File: src/rtl/adc_tc_pkg.sv
package adc_tc_pkg;
  localparam logic [3:0] SIGN_POS = 4'b0000;
  localparam logic [3:0] SIGN_NEG = 4'b1110;
  localparam int NIB_W = 4;
endpackage

File: src/rtl/adc_tc_sync.sv
module adc_tc_sync #(
  parameter int STAGES = 2
) (
  input  logic clk,
  input  logic rst_n,
  input  logic d_i,
  output logic q_o
);
  logic [STAGES-1:0] chain_q;

  generate
    if (STAGES == 1) begin : g_one
      always_ff @(posedge clk or negedge rst_n) begin
        if (!rst_n) chain_q <= '0;
        else        chain_q <= d_i;
      end
    end else begin : g_many
      always_ff @(posedge clk or negedge rst_n) begin
        if (!rst_n) chain_q <= '0;
        else        chain_q <= {chain_q[STAGES-2:0], d_i};
      end
    end
  endgenerate

  assign q_o = chain_q[STAGES-1];
endmodule

File: src/rtl/adc_tc_hshk.sv
module adc_tc_hshk (
  input  logic clk,
  input  logic rst_n,
  input  logic eoc_s_i,
  output logic start_o,
  output logic oe_o
);
  logic started_q, start_q, eoc_prev_q, oe_q;

  always_ff @(posedge clk or negedge rst_n) begin
    if (!rst_n) begin
      started_q  <= 1'b0;
      start_q    <= 1'b0;
      eoc_prev_q <= 1'b0;
      oe_q       <= 1'b0;
    end else begin
      started_q  <= 1'b1;
      start_q    <= ~started_q;
      eoc_prev_q <= eoc_s_i;
      oe_q       <= eoc_s_i & ~eoc_prev_q;
    end
  end

  assign start_o = start_q;
  assign oe_o    = oe_q;
endmodule

File: src/rtl/adc_tc_fold.sv
module adc_tc_fold #(
  parameter int W      = 8,
  parameter int OFFSET = 40
) (
  input  logic [W-1:0] raw_i,
  output logic         neg_o,
  output logic [W-2:0] mag_o
);
  localparam int         OFF_TC_I = (1 << W) - OFFSET;
  localparam logic [W:0] OFF_TC   = OFF_TC_I[W:0];

  logic [W:0]   sum;
  logic [W-1:0] diff;
  logic [W-2:0] neg_mag;

  // adding the two's complement: carry out means the result is non-negative
  assign sum     = {1'b0, raw_i} + OFF_TC;
  assign neg_o   = ~sum[W];
  assign diff    = sum[W-1:0];
  assign neg_mag = ~diff[W-2:0] + (W-1)'(1);

  always_comb begin
    if (neg_o)        mag_o = neg_mag;
    else if (diff[W-1]) mag_o = '1;
    else              mag_o = diff[W-2:0];
  end
endmodule

File: src/rtl/adc_tc_bcd.sv
module adc_tc_bcd #(
  parameter int BIN_W  = 7,
  parameter int DIGITS = 3
) (
  input  logic [BIN_W-1:0]    bin_i,
  output logic [DIGITS*4-1:0] bcd_o
);
  localparam int ACC_W = BIN_W + DIGITS*4;

  logic [ACC_W-1:0] acc;

  always_comb begin
    acc = '0;
    acc[BIN_W-1:0] = bin_i;
    for (int i = 0; i < BIN_W; i++) begin
      for (int d = 0; d < DIGITS; d++) begin
        if (acc[BIN_W+4*d +: 4] > 4'd4)
          acc[BIN_W+4*d +: 4] = acc[BIN_W+4*d +: 4] + 4'd3;
      end
      acc = acc << 1;
    end
    bcd_o = acc[BIN_W +: DIGITS*4];
  end
endmodule

File: src/rtl/adc_temp_conv.sv
module adc_temp_conv
  import adc_tc_pkg::*;
#(
  parameter int ADC_W       = 8,
  parameter int OFFSET      = 40,
  parameter int SYNC_STAGES = 2
) (
  input  logic             clk,
  input  logic             rst_n,
  input  logic             eoc_i,
  input  logic [ADC_W-1:0] adc_data_i,
  output logic             start_o,
  output logic             oe_o,
  output logic [ADC_W-1:0] temp_sm_o,
  output logic [3:0]       bcd_sign_o,
  output logic [3:0]       bcd_hund_o,
  output logic [3:0]       bcd_tens_o,
  output logic [3:0]       bcd_ones_o,
  output logic             valid_o
);
  localparam int MAG_W  = ADC_W - 1;
  localparam int DIGITS = 3;

  logic                  eoc_s;
  logic [ADC_W-1:0]      raw_q;
  logic                  cap_q;
  logic                  neg;
  logic [MAG_W-1:0]      mag;
  logic [DIGITS*4-1:0]   dec;

  adc_tc_sync #(.STAGES(SYNC_STAGES)) u_sync (
    .clk(clk), .rst_n(rst_n), .d_i(eoc_i), .q_o(eoc_s)
  );

  adc_tc_hshk u_hshk (
    .clk(clk), .rst_n(rst_n), .eoc_s_i(eoc_s), .start_o(start_o), .oe_o(oe_o)
  );

  // capture stage: bus read while the converter drives it
  always_ff @(posedge clk or negedge rst_n) begin
    if (!rst_n) begin
      raw_q <= '0;
      cap_q <= 1'b0;
    end else begin
      cap_q <= oe_o;
      if (oe_o) raw_q <= adc_data_i;
    end
  end

  adc_tc_fold #(.W(ADC_W), .OFFSET(OFFSET)) u_fold (
    .raw_i(raw_q), .neg_o(neg), .mag_o(mag)
  );

  adc_tc_bcd #(.BIN_W(MAG_W), .DIGITS(DIGITS)) u_bcd (
    .bin_i(mag), .bcd_o(dec)
  );

  // result stage: fields update together with the strobe
  always_ff @(posedge clk or negedge rst_n) begin
    if (!rst_n) begin
      temp_sm_o  <= '0;
      bcd_sign_o <= '0;
      bcd_hund_o <= '0;
      bcd_tens_o <= '0;
      bcd_ones_o <= '0;
      valid_o    <= 1'b0;
    end else begin
      valid_o <= cap_q;
      if (cap_q) begin
        temp_sm_o  <= {neg, mag};
        bcd_sign_o <= neg ? SIGN_NEG : SIGN_POS;
        bcd_hund_o <= dec[2*NIB_W +: NIB_W];
        bcd_tens_o <= dec[NIB_W +: NIB_W];
        bcd_ones_o <= dec[0 +: NIB_W];
      end
    end
  end
endmodule

File: config.mk
export PLATFORM = sky130hd
export DESIGN_NAME = adc_temp_conv
export DESIGN_NICKNAME = d
export VERILOG_FILES = /design/src/rtl/adc_tc_pkg.sv /design/src/rtl/adc_tc_sync.sv /design/src/rtl/adc_tc_hshk.sv /design/src/rtl/adc_tc_fold.sv /design/src/rtl/adc_tc_bcd.sv /design/src/rtl/adc_temp_conv.sv
export SDC_FILE = /design/constraint.sdc
export NUM_CORES = 1
export LEC_CHECK = 0
export CORE_MARGIN = 2
export CORE_UTILIZATION = 65
export CTS_CLUSTER_DIAMETER = 200
export CTS_CLUSTER_SIZE = 30
export DETAILED_ROUTE_END_ITERATION = 12
export DONT_BUFFER_PORTS = 1
export PLACE_DENSITY = 0.78
export SLEW_MARGIN = 25
export SYNTH_ARGS = -nofsm -noshare
export SYNTH_HDL_FRONTEND = slang
export SYNTH_SLANG_ARGS = --single-unit
File: constraint.sdc
create_clock -name clk -period 11.6 [get_ports clk]
set_input_delay 1.74 -clock clk [delete_from_list [all_inputs] [get_ports clk]]
set_output_delay 1.74 -clock clk [all_outputs]
set_load 0.02 [all_outputs]
==> results.yml, run 1 <==
setup_path:
  worstSetupStartpointType: "flop"
  worst-setup-path-type: "reg -> reg"
  timing.critical_path.arrival_ns: 5.26
  crit_path_max_fanout: 12
  timing.critical_path.to_type: "flop"
  timing.critical_path.required_ns: 11.88
die:
  die_height_um: 60.8
  core_area_um2: 3050
  dieWidth_um: 60.8
  floorplan.initialDensity_pct: 68.7
  row_count: 20
  die_footprint_um2: 3700
  floorplan.io_pins: 38
global_routing:
  gr-usage-all-layers_pct: 26.6
  grt_start_max_net_pins: 33
  grt_pass1_wl_mm: 7.23
  antenna_violations_before_repair: 0
  first_global_vias: 1617
  global_route.overflow_total: 0
logic_synthesis:
  synth.ff_latch_count: 32
  synth_enable_flop_cells: 0
  synth_area_leaders: "dfrtp_1, mux2_2, ha_1"
  yosysSeqAreaShare_pct: 38.2
  synth_top_cells_by_count: "dfrtp_1, nand2_1, nor2_1"
  netlist_area_um2: 2100
  yosys.cell_types.count: 58
  synth.top_cell.area_share_pct: 38.2
  synth-async-reset-ratio_pct: 100
  yosysWarnings: 0
  synth_top_area_cell: "dfrtp_1"
  netlist_instances: 227
  synth.most_common_cell: "dfrtp_1"
  synth_top_flop_cell: "dfrtp_1"
  avgSynthCellArea_um2: 9.24
place:
  dp_hpwl_mm: 3.07
  dpl_cell_area_um2: 2040
  routabilityCongestion: 0.829
  buffer_ports.inserted: 0
timing:
  achievable-frequency_mhz: 201
  setup_repair_after_global_routing_missed_its_margin: "false"
  worst_clock_skew_ns: 0.0112
  timing.final.crit_period_ns: 4.98
  tns_ns: 0
  timing_worst_slew_pin_value_ns: 0.809
  slew-limit-headroom_pct: 46.1
  final_hold_vios: 0
  fin_hold_ws_ns: 0.376
  setup_viol: 0
  slew_viol_final: 0
  final_min_period_over_clock_period_pct: 42.9
status:
  outcome: "finished, final reports clean"
route:
  drc: 0
  detail_route.wl_per_cell_um: 16.2
  postRouteWirelength_mm: 4.25
  via_count: 1700
  antenna_violating_nets_post_route: 0
  via_per_inst: 6.49
  detailedRoute.firstIterationViolations: 76
  drt-pass1-iter-count: 4
clock_tree:
  cts_buffers: 5
  clk_latency_ns: 0.35
  cts_num_sinks: 32
  cts_max_path_buffers: 2
  cts_root_buf: "clkbuf_4"
  post_cts_resize_count: 0
  cts-htree-levels: 2
  cts_hold_buffers: 0
  cts.clk_slew.worst_paths_ns: 0.11
  cts_tree: "done"
  postCtsSetupBuffers: 0
pwr:
  ir_drop_mv: 0.121
  design_power_total_uw: 532
  leakagePower_nw: 0.856
  power_per_cell_area_nw_per_um2: 252
finish:
  syn_to_final_growth_pct: 0.418
  design.final.nets: 236
  diodes: 0
  multiInputGateArea_um2: 1140
  postLayoutCellArea_um2: 2110
  seq_area_um2: 801
  share_of_post_route_cells_with_drive_strength_above_1_pct: 11.0
  final.fill_count: 245
job:
  timing.max_cap.violations: 0
min_path:
  holdCritPathClass: "reg -> reg"
logic make-up after synthesis:
family                   count (synthesis)  share of synthesized area (%)
AO/OA/AOI/OAI                           63                           22.5
XOR/XNOR                                 7                           2.92
adder cells (fa/ha/maj)                  8                           4.77
buffers and inverters                   32                           7.82
flip-flops                              32                           38.2
multiplexers                            11                           5.91
other                                    2                          0.358
AND/OR/NAND/NOR                         72                           17.5
flip-flops by register name (all words and copies together), names as in the netlist:
name	count
bcd_sign_o	1
temp_sm_o	6
u_sync.chain_q	2
cap_q	1
valid_o	1
bcd_tens_o	4
raw_q	8
u_hshk.started_q	1
bcd_ones_o	4
u_hshk.start_o	1
u_hshk.eoc_prev_q	1
bcd_hund_o	1
u_hshk.oe_o	1
final timing paths:
kind                       cells after the start                end  slack [ns]              start
min reg2reg                                    0  u_sync.chain_q[1]        0.38  u_sync.chain_q[0]
min in group asynchronous                      0           raw_q[2]        1.06              rst_n
max in group asynchronous                      0      bcd_tens_o[1]       10.45              rst_n
min                                            0  u_sync.chain_q[1]        0.38  u_sync.chain_q[0]
max reg2reg                                   20      bcd_tens_o[2]        6.62           raw_q[3]
max                                           20      bcd_tens_o[2]        6.62           raw_q[3]
layout make-up:
cell class              count  share of cell area, %
clock inverters             3                   1.13
well taps                  44                   2.61
inverters                  12                   2.14
multi-input cells         166                   54.3
clock buffers               5                   1.78
flip-flops and latches     32                   38.0
layout by cell type, fill, tap and decap left out, drive strengths merged, types with 5 or more instances in the layout:
cell type,count
o21ai,16
ha,8
a21oi,6
nand2,20
xnor2,5
nor3,5
a31oi,6
nand3,7
dfrtp,32
nor2,15
inv,12
clkbuf,5
mux2,11
conb,5
stage by stage:
| step | utilization [%] | std cells | worst slack (ns) |
|---|---|---|---|
| 2_1_floorplan | - | 230 | 7.36 |
| 3_3_place_gp | 67.0 | 254 | 7.04 |
| 3_5_place_dp | 67.0 | 254 | 6.70 |
| 4_1_cts | 69.0 | 262 | 6.67 |
| 5_1_grt | 69.0 | 262 | 6.26 |
| 6_report | 69.0 | 262 | 6.62 |
routing by layer:
layer  vias to the layer above  track usage, %  share of wire (%)
met5                         -               0                  0
li1                        797               -                  -
met2                        77            41.8                 48
met3                        13            6.61                7.4
met4                         0            12.7                2.2
met1                       813            34.5                 43
worst max-delay path: stages, from the launching register on:
cell	delay [ns]
dfrtp_1	0.54
inv_1	0.11
ha_1	0.27
nor2b_1	0.17
o21ai_0	0.25
a41oi_1	0.45
inv_2	0.10
ha_1	0.19
inv_1	0.07
ha_1	0.34
inv_1	0.17
a21boi_0	0.38
o221ai_1	0.19
o21ai_1	0.44
xnor2_1	0.27
nor2_1	0.14
inv_1	0.10
ha_1	0.14
inv_1	0.04
or3_1	0.36
a31oi_1	0.17
where the power goes:
group / total [mW] / leakage [nW] / switching (mW) / internal, mW
clock network: 0.0674 / 0.0274 / 0.0436 / 0.0238
registers: 0.192 / 0.381 / 0.0551 / 0.137
logic: 0.272 / 0.448 / 0.166 / 0.106
(Power assumes the default switching activity.)
==> inputs of run 2 (changes only) <==
Settings changed: CORE_UTILIZATION 65 to 57, PLACE_DENSITY 0.78 to 0.72.
Clock period 11.6 ns to 3.99 ns, I/O delays scaled along.
==> results.yml, run 2 (synthesized netlist as in run 1, its figures left out) <==
timing:
  final_hold_vios: 0
  setup_viol: 0
  timing.final.crit_period_ns: 3.88
  timing_worst_slew_pin_value_ns: 0.839
  achievable-frequency_mhz: 257
  slew_viol_final: 0
  slew-limit-headroom_pct: 44.1
  setup_repair_after_global_routing_missed_its_margin: "true"
  worst_clock_skew_ns: 0.00625
  final_min_period_over_clock_period_pct: 97.4
die:
  die_footprint_um2: 4180
  floorplan.initialDensity_pct: 58.2
  row_count: 22
  floorplan.io_pins: 38
  die_height_um: 64.7
  dieWidth_um: 64.7
  core_area_um2: 3610
clock_tree:
  cts-htree-levels: 2
  cts_buffers: 5
  cts.clk_slew.worst_paths_ns: 0.07
  cts_max_path_buffers: 2
  cts_tree: "done"
  cts_num_sinks: 32
  cts_root_buf: "clkbuf_8"
  clk_latency_ns: 0.29
setup_path:
  timing.critical_path.to_type: "flop"
  timing.rr.end: "bcd_tens_o[2]"
  crit_path_max_fanout: 3
  timing.critical_path.required_ns: 4.20
  worstSetupStartpointType: "flop"
  rr_startpoint: "raw_q[4]"
  rrSetupSlack_ns: 0.11
  worst-setup-path-type: "reg -> reg"
  number_of_cell_instances_on_the_worst_register_to_register_path: 22
  timing.critical_path.arrival_ns: 4.09
pwr:
  leakagePower_nw: 1.13
  power_per_cell_area_nw_per_um2: 781
  design_power_total_mw: 2.11
  ir_drop_mv: 0.603
global_routing:
  grt_pass1_wl_mm: 8.16
  first_global_vias: 1805
  grt_start_max_net_pins: 33
  antenna_violations_before_repair: 0
  global_route.overflow_total: 0
  gr-usage-all-layers_pct: 25.1
finish:
  final_cells: 308
  syn_to_final_growth_pct: 29.2
  design.final.nets: 278
  largest_reg_flops: 8
  reg_top3: "raw_q (8), temp_sm_o (6)"
  utilization_pct: 75.1
  layout_commonest_cell: "buf_4"
  share_of_post_route_cells_with_drive_strength_above_1_pct: 38.8
  diodes: 0
  final.fill_count: 243
  final_cell_mix: "buf_4, dfrtp_1, nand2_1"
  registers.top_by_ff_count: "raw_q"
route:
  via_per_inst: 6.04
  detail_route.wl_per_cell_um: 16.9
  antenna_violating_nets_post_route: 0
  via_count: 1861
  detailedRoute.firstIterationViolations: 192
  drc: 0
  drt-pass1-iter-count: 4
  postRouteWirelength_mm: 5.20
place:
  routabilityCongestion: 0.819
  dpl.cell_count: 284
  buffer_ports.inserted: 0
  dp_hpwl_mm: 3.42
min_path:
  holdCritPathClass: "in -> async"
job:
  timing.max_cap.violations: 0
status:
  outcome: "finished, final reports clean"
run 2: cell types whose count changed in the layout (fill, tap and decap cells not counted), moves of 3 or more:
cell / delta
nand2_1: -3
clkbuf_4: -5
buf_4: +40
ha_4: +5
inv_2: +5
ha_1: -6
clkbuf_8: +5
xnor2_1: -3
inv_1: -6
run 2: what timing repair did:
item,CTS,global route
endpoints found under the setup margin,4,8
gates resized for setup,10,39
pin swaps,2,19
hold buffers,1,0
cloned,0,0
buffers inserted,5,10
hold endpoints to repair,32,0
run 2: where the power goes:
| part | switching (mW) | leakage [nW] | internal, mW |
|---|---|---|---|
| Sequential | 0.156 | 0.379 | 0.400 |
| Clock | 0.133 | 0.0404 | 0.123 |
| Combinational | 0.665 | 0.711 | 0.638 |
run 2: worst max-delay path, stage by stage, from the launching register on:
cell and delay, ns:
dfrtp_1 0.40, inv_2 0.09, ha_4 0.12, or4b_4 0.47, nand3_2 0.10, a41oi_2 0.14
buf_4 0.17, buf_4 0.12, buf_4 0.12, buf_4 0.12, buf_4 0.12, buf_4 0.12
buf_4 0.14, a21boi_4 0.14, o2111ai_2 0.17, a22oi_2 0.27, xnor2_2 0.15, nor2_2 0.06
inv_1 0.08, ha_2 0.17, inv_2 0.03, or3_1 0.33, a31oi_1 0.16
run 2: final cells by class:
type	count	area, µm²	area share, %
sequential	32	802	29.6
timing repair buffer	42	332	12.2
multi-input combinational	166	1380	50.8
clock inverter	3	23.8	0.878
tap	48	60.1	2.22
inverter	12	47.5	1.76
clock buffer	5	68.8	2.54
run 2: worst max path at each step:
stage | from | endpoint | slack, ns | cells past startpoint
floorplan | raw_q[3] | bcd_tens_o[2] | 0.01 | 22
global placement | raw_q[3] | bcd_tens_o[2] | 0.02 | 20
detailed placement | raw_q[4] | bcd_tens_o[2] | -0.16 | 20
CTS | raw_q[4] | bcd_tens_o[2] | 0.03 | 20
global route | raw_q[4] | bcd_tens_o[2] | -0.09 | 21
finish | raw_q[4] | bcd_tens_o[2] | 0.11 | 22
run 2: metal layers:
metal	track usage, %	wire [µm]	vias up
li1	-	-	876
met1	33.1	2300	917
met2	40.9	2540	53
met3	4.86	220	15
met4	9.57	139	0
met5	0	0	-
run 2: stage by stage:
stage,instance area [µm²],TNS (ns),setup WS (ns),hold slack (ns)
after global placement,2260,0,0.0249,0.303
final,2710,0,0.105,0.134
after global routing,2710,-0.139,-0.0896,0.137
after detailed placement,2260,-0.255,-0.157,0.303
after CTS,2460,0,0.0294,0.132
after floorplan,2130,0,0.0146,0.303
==> inputs of run 3 (changes only) <==
Settings changed: CORE_UTILIZATION 57 to 50, PLACE_DENSITY 0.72 to 0.65.
==> results.yml, run 3 (synthesized netlist as in run 1, its figures left out) <==
setup_path:
  cpMostUsedCell: "ha_4"
  crit_path_max_fanout: 6
  timing.critical_path.to_type: "flop"
  timing.critical_path.required_ns: 4.20
  worstSetupStartpointType: "flop"
  worst-setup-path-type: "reg -> reg"
  path_cells: "ha_2, or4b_4, nor4b_4, a41oi_2, inv_2, ha_4, inv_4, ha_4, nand2_4, xnor2_4, a221o_1, a22oi_2, xnor2_2, nor2_2, inv_2, ha_4, inv_1, or3_1, a31oi_1"
  slowest_delay_ns: 0.47
  cpMaxStageDelayCell: "or4b_4"
  timing.critical_path.arrival_ns: 4.12
  rrSetupSlack_ns: 0.08
global_routing:
  grt_pass1_wl_mm: 7.78
  global_route.overflow_total: 0
  antenna_violations_before_repair: 0
  first_global_vias: 1716
  gr-usage-all-layers_pct: 22.2
  grt_start_max_net_pins: 33
route:
  antenna_violating_nets_post_route: 0
  detail_route.wl_per_cell_um: 16.7
  via_count: 1837
  postRouteWirelength_mm: 5.15
  detailedRoute.firstIterationViolations: 151
  drt-pass1-iter-count: 4
  via_per_inst: 5.94
  drc: 0
timing:
  final_hold_vios: 0
  final_min_period_over_clock_period_pct: 98.1
  achievable-frequency_mhz: 256
  slew-limit-headroom_pct: 43.0
  setup_viol: 0
  worst_clock_skew_ns: 0.00362
  slew_viol_final: 0
  timing_worst_slew_pin_value_ns: 0.855
  fin_hold_ws_ns: 0.135
  timing.final.crit_period_ns: 3.91
status:
  outcome: "finished, final reports clean"
clock_tree:
  cts_buffers: 5
  cts_num_sinks: 32
  cts_root_buf: "clkbuf_8"
  cts_max_path_buffers: 2
  cts_tree: "done"
  cts-htree-levels: 2
  clk_latency_ns: 0.28
  cts.clk_slew.worst_paths_ns: 0.07
finish:
  seq_area_um2: 801
  final_cells: 309
  diodes: 0
  final_cell_mix: "buf_4, dfrtp_1, nand2_1"
  layout_commonest_cell: "buf_4"
  registers.top_by_ff_count: "raw_q"
  multiInputGateArea_um2: 1360
  final.fill_count: 317
  share_of_post_route_cells_with_drive_strength_above_1_pct: 39.0
  largest_reg_flops: 8
  design.final.nets: 277
  syn_to_final_growth_pct: 29.4
  reg_top3: "raw_q (8), temp_sm_o (6)"
place:
  dp_hpwl_mm: 3.47
  dpl.cell_count: 290
  buffer_ports.inserted: 0
  routabilityCongestion: 0.857
die:
  row_count: 23
  core_area_um2: 4030
  floorplan.io_pins: 38
  die_height_um: 68.8
  dieWidth_um: 68.8
  floorplan.initialDensity_pct: 52.0
  die_footprint_um2: 4730
min_path:
  holdCritPathClass: "in -> async"
job:
  timing.max_cap.violations: 0
pwr:
  power_per_cell_area_nw_per_um2: 813
  ir_drop_mv: 0.510
  leakagePower_nw: 1.14
-- run 3: cell count changes in the layout (fill, tap and decap cells not counted), sizes merged --
cell      previous run  this run
buf                 42        41
clkinvlp             2         1
clkinv               1         0
inv                 12        13
bufinv               0         1
-- run 3: stage by stage --
step	TNS [ns]	instance area [µm²]	util [%]	worst slack, ns	power, mW
after floorplan	0	2130	-	0.0146	1.26
after detailed placement	-0.237	2300	57.0	-0.165	1.61
after CTS	0	2480	61.5	0.0163	1.98
after global placement	-0.0168	2300	57.0	-0.0168	1.58
final	0	2710	67.3	0.0774	2.21
after global routing	-0.140	2710	67.3	-0.0682	2.36
-- run 3: what timing repair did --
item                       in CTS  in global routing
cloned                          0                  0
setup endpoints to repair       2                  8
gates resized for setup         6                 41
hold endpoints to repair       32                  0
pin swaps                       1                 15
hold buffers                    1                  0
setup buffers                   3                  7
-- run 3: worst paths after layout --
check                                   from                end  depth (start not counted)
min in group clk                       eoc_i  u_sync.chain_q[0]                          0
max in group asynchronous              rst_n       temp_sm_o[6]                          1
hold reg to reg            u_sync.chain_q[0]  u_sync.chain_q[1]                          0
setup reg to reg                    raw_q[3]      bcd_tens_o[2]                         19
hold / removal                         rst_n      bcd_ones_o[2]                          1
setup / recovery                    raw_q[3]      bcd_tens_o[2]                         19
-- run 3: area by class of cell --
class | instances | area share [%]
sequential | 32 | 29.5
clock buffer | 5 | 2.54
clock inverter | 3 | 1.71
timing repair buffer | 41 | 11.9
inverter | 12 | 1.75
tap | 50 | 2.31
multi-input combinational | 166 | 50.2
-- run 3: critical path, delay by kind of cell (launching register included) --
kind	cells	cell delay (ns)
adders and majority gates	4	0.68
AOI/OAI and AO/OA	4	1.00
DFF	1	0.42
and+or+nand+nor	5	1.13
buffers and inverters	4	0.27
xor gates and xnor gates	2	0.32
-- run 3: metal layers --
metal  global-route usage (%)  up-vias  wire length, µm
met2                     37.0       51             2660
met4                     6.37        0               47
met1                     28.5      901             2210
met3                     5.52        6              233
li1                         -      879                -
met5                        0        -                0
-- run 3: power breakdown --
| group | switching, mW | leakage (nW) | internal [mW] |
|---|---|---|---|
| Combinational | 0.684 | 0.707 | 0.657 |
| Clock | 0.129 | 0.0548 | 0.188 |
| Sequential | 0.148 | 0.381 | 0.399 |
| Total | 0.961 | 1.14 | 1.24 |
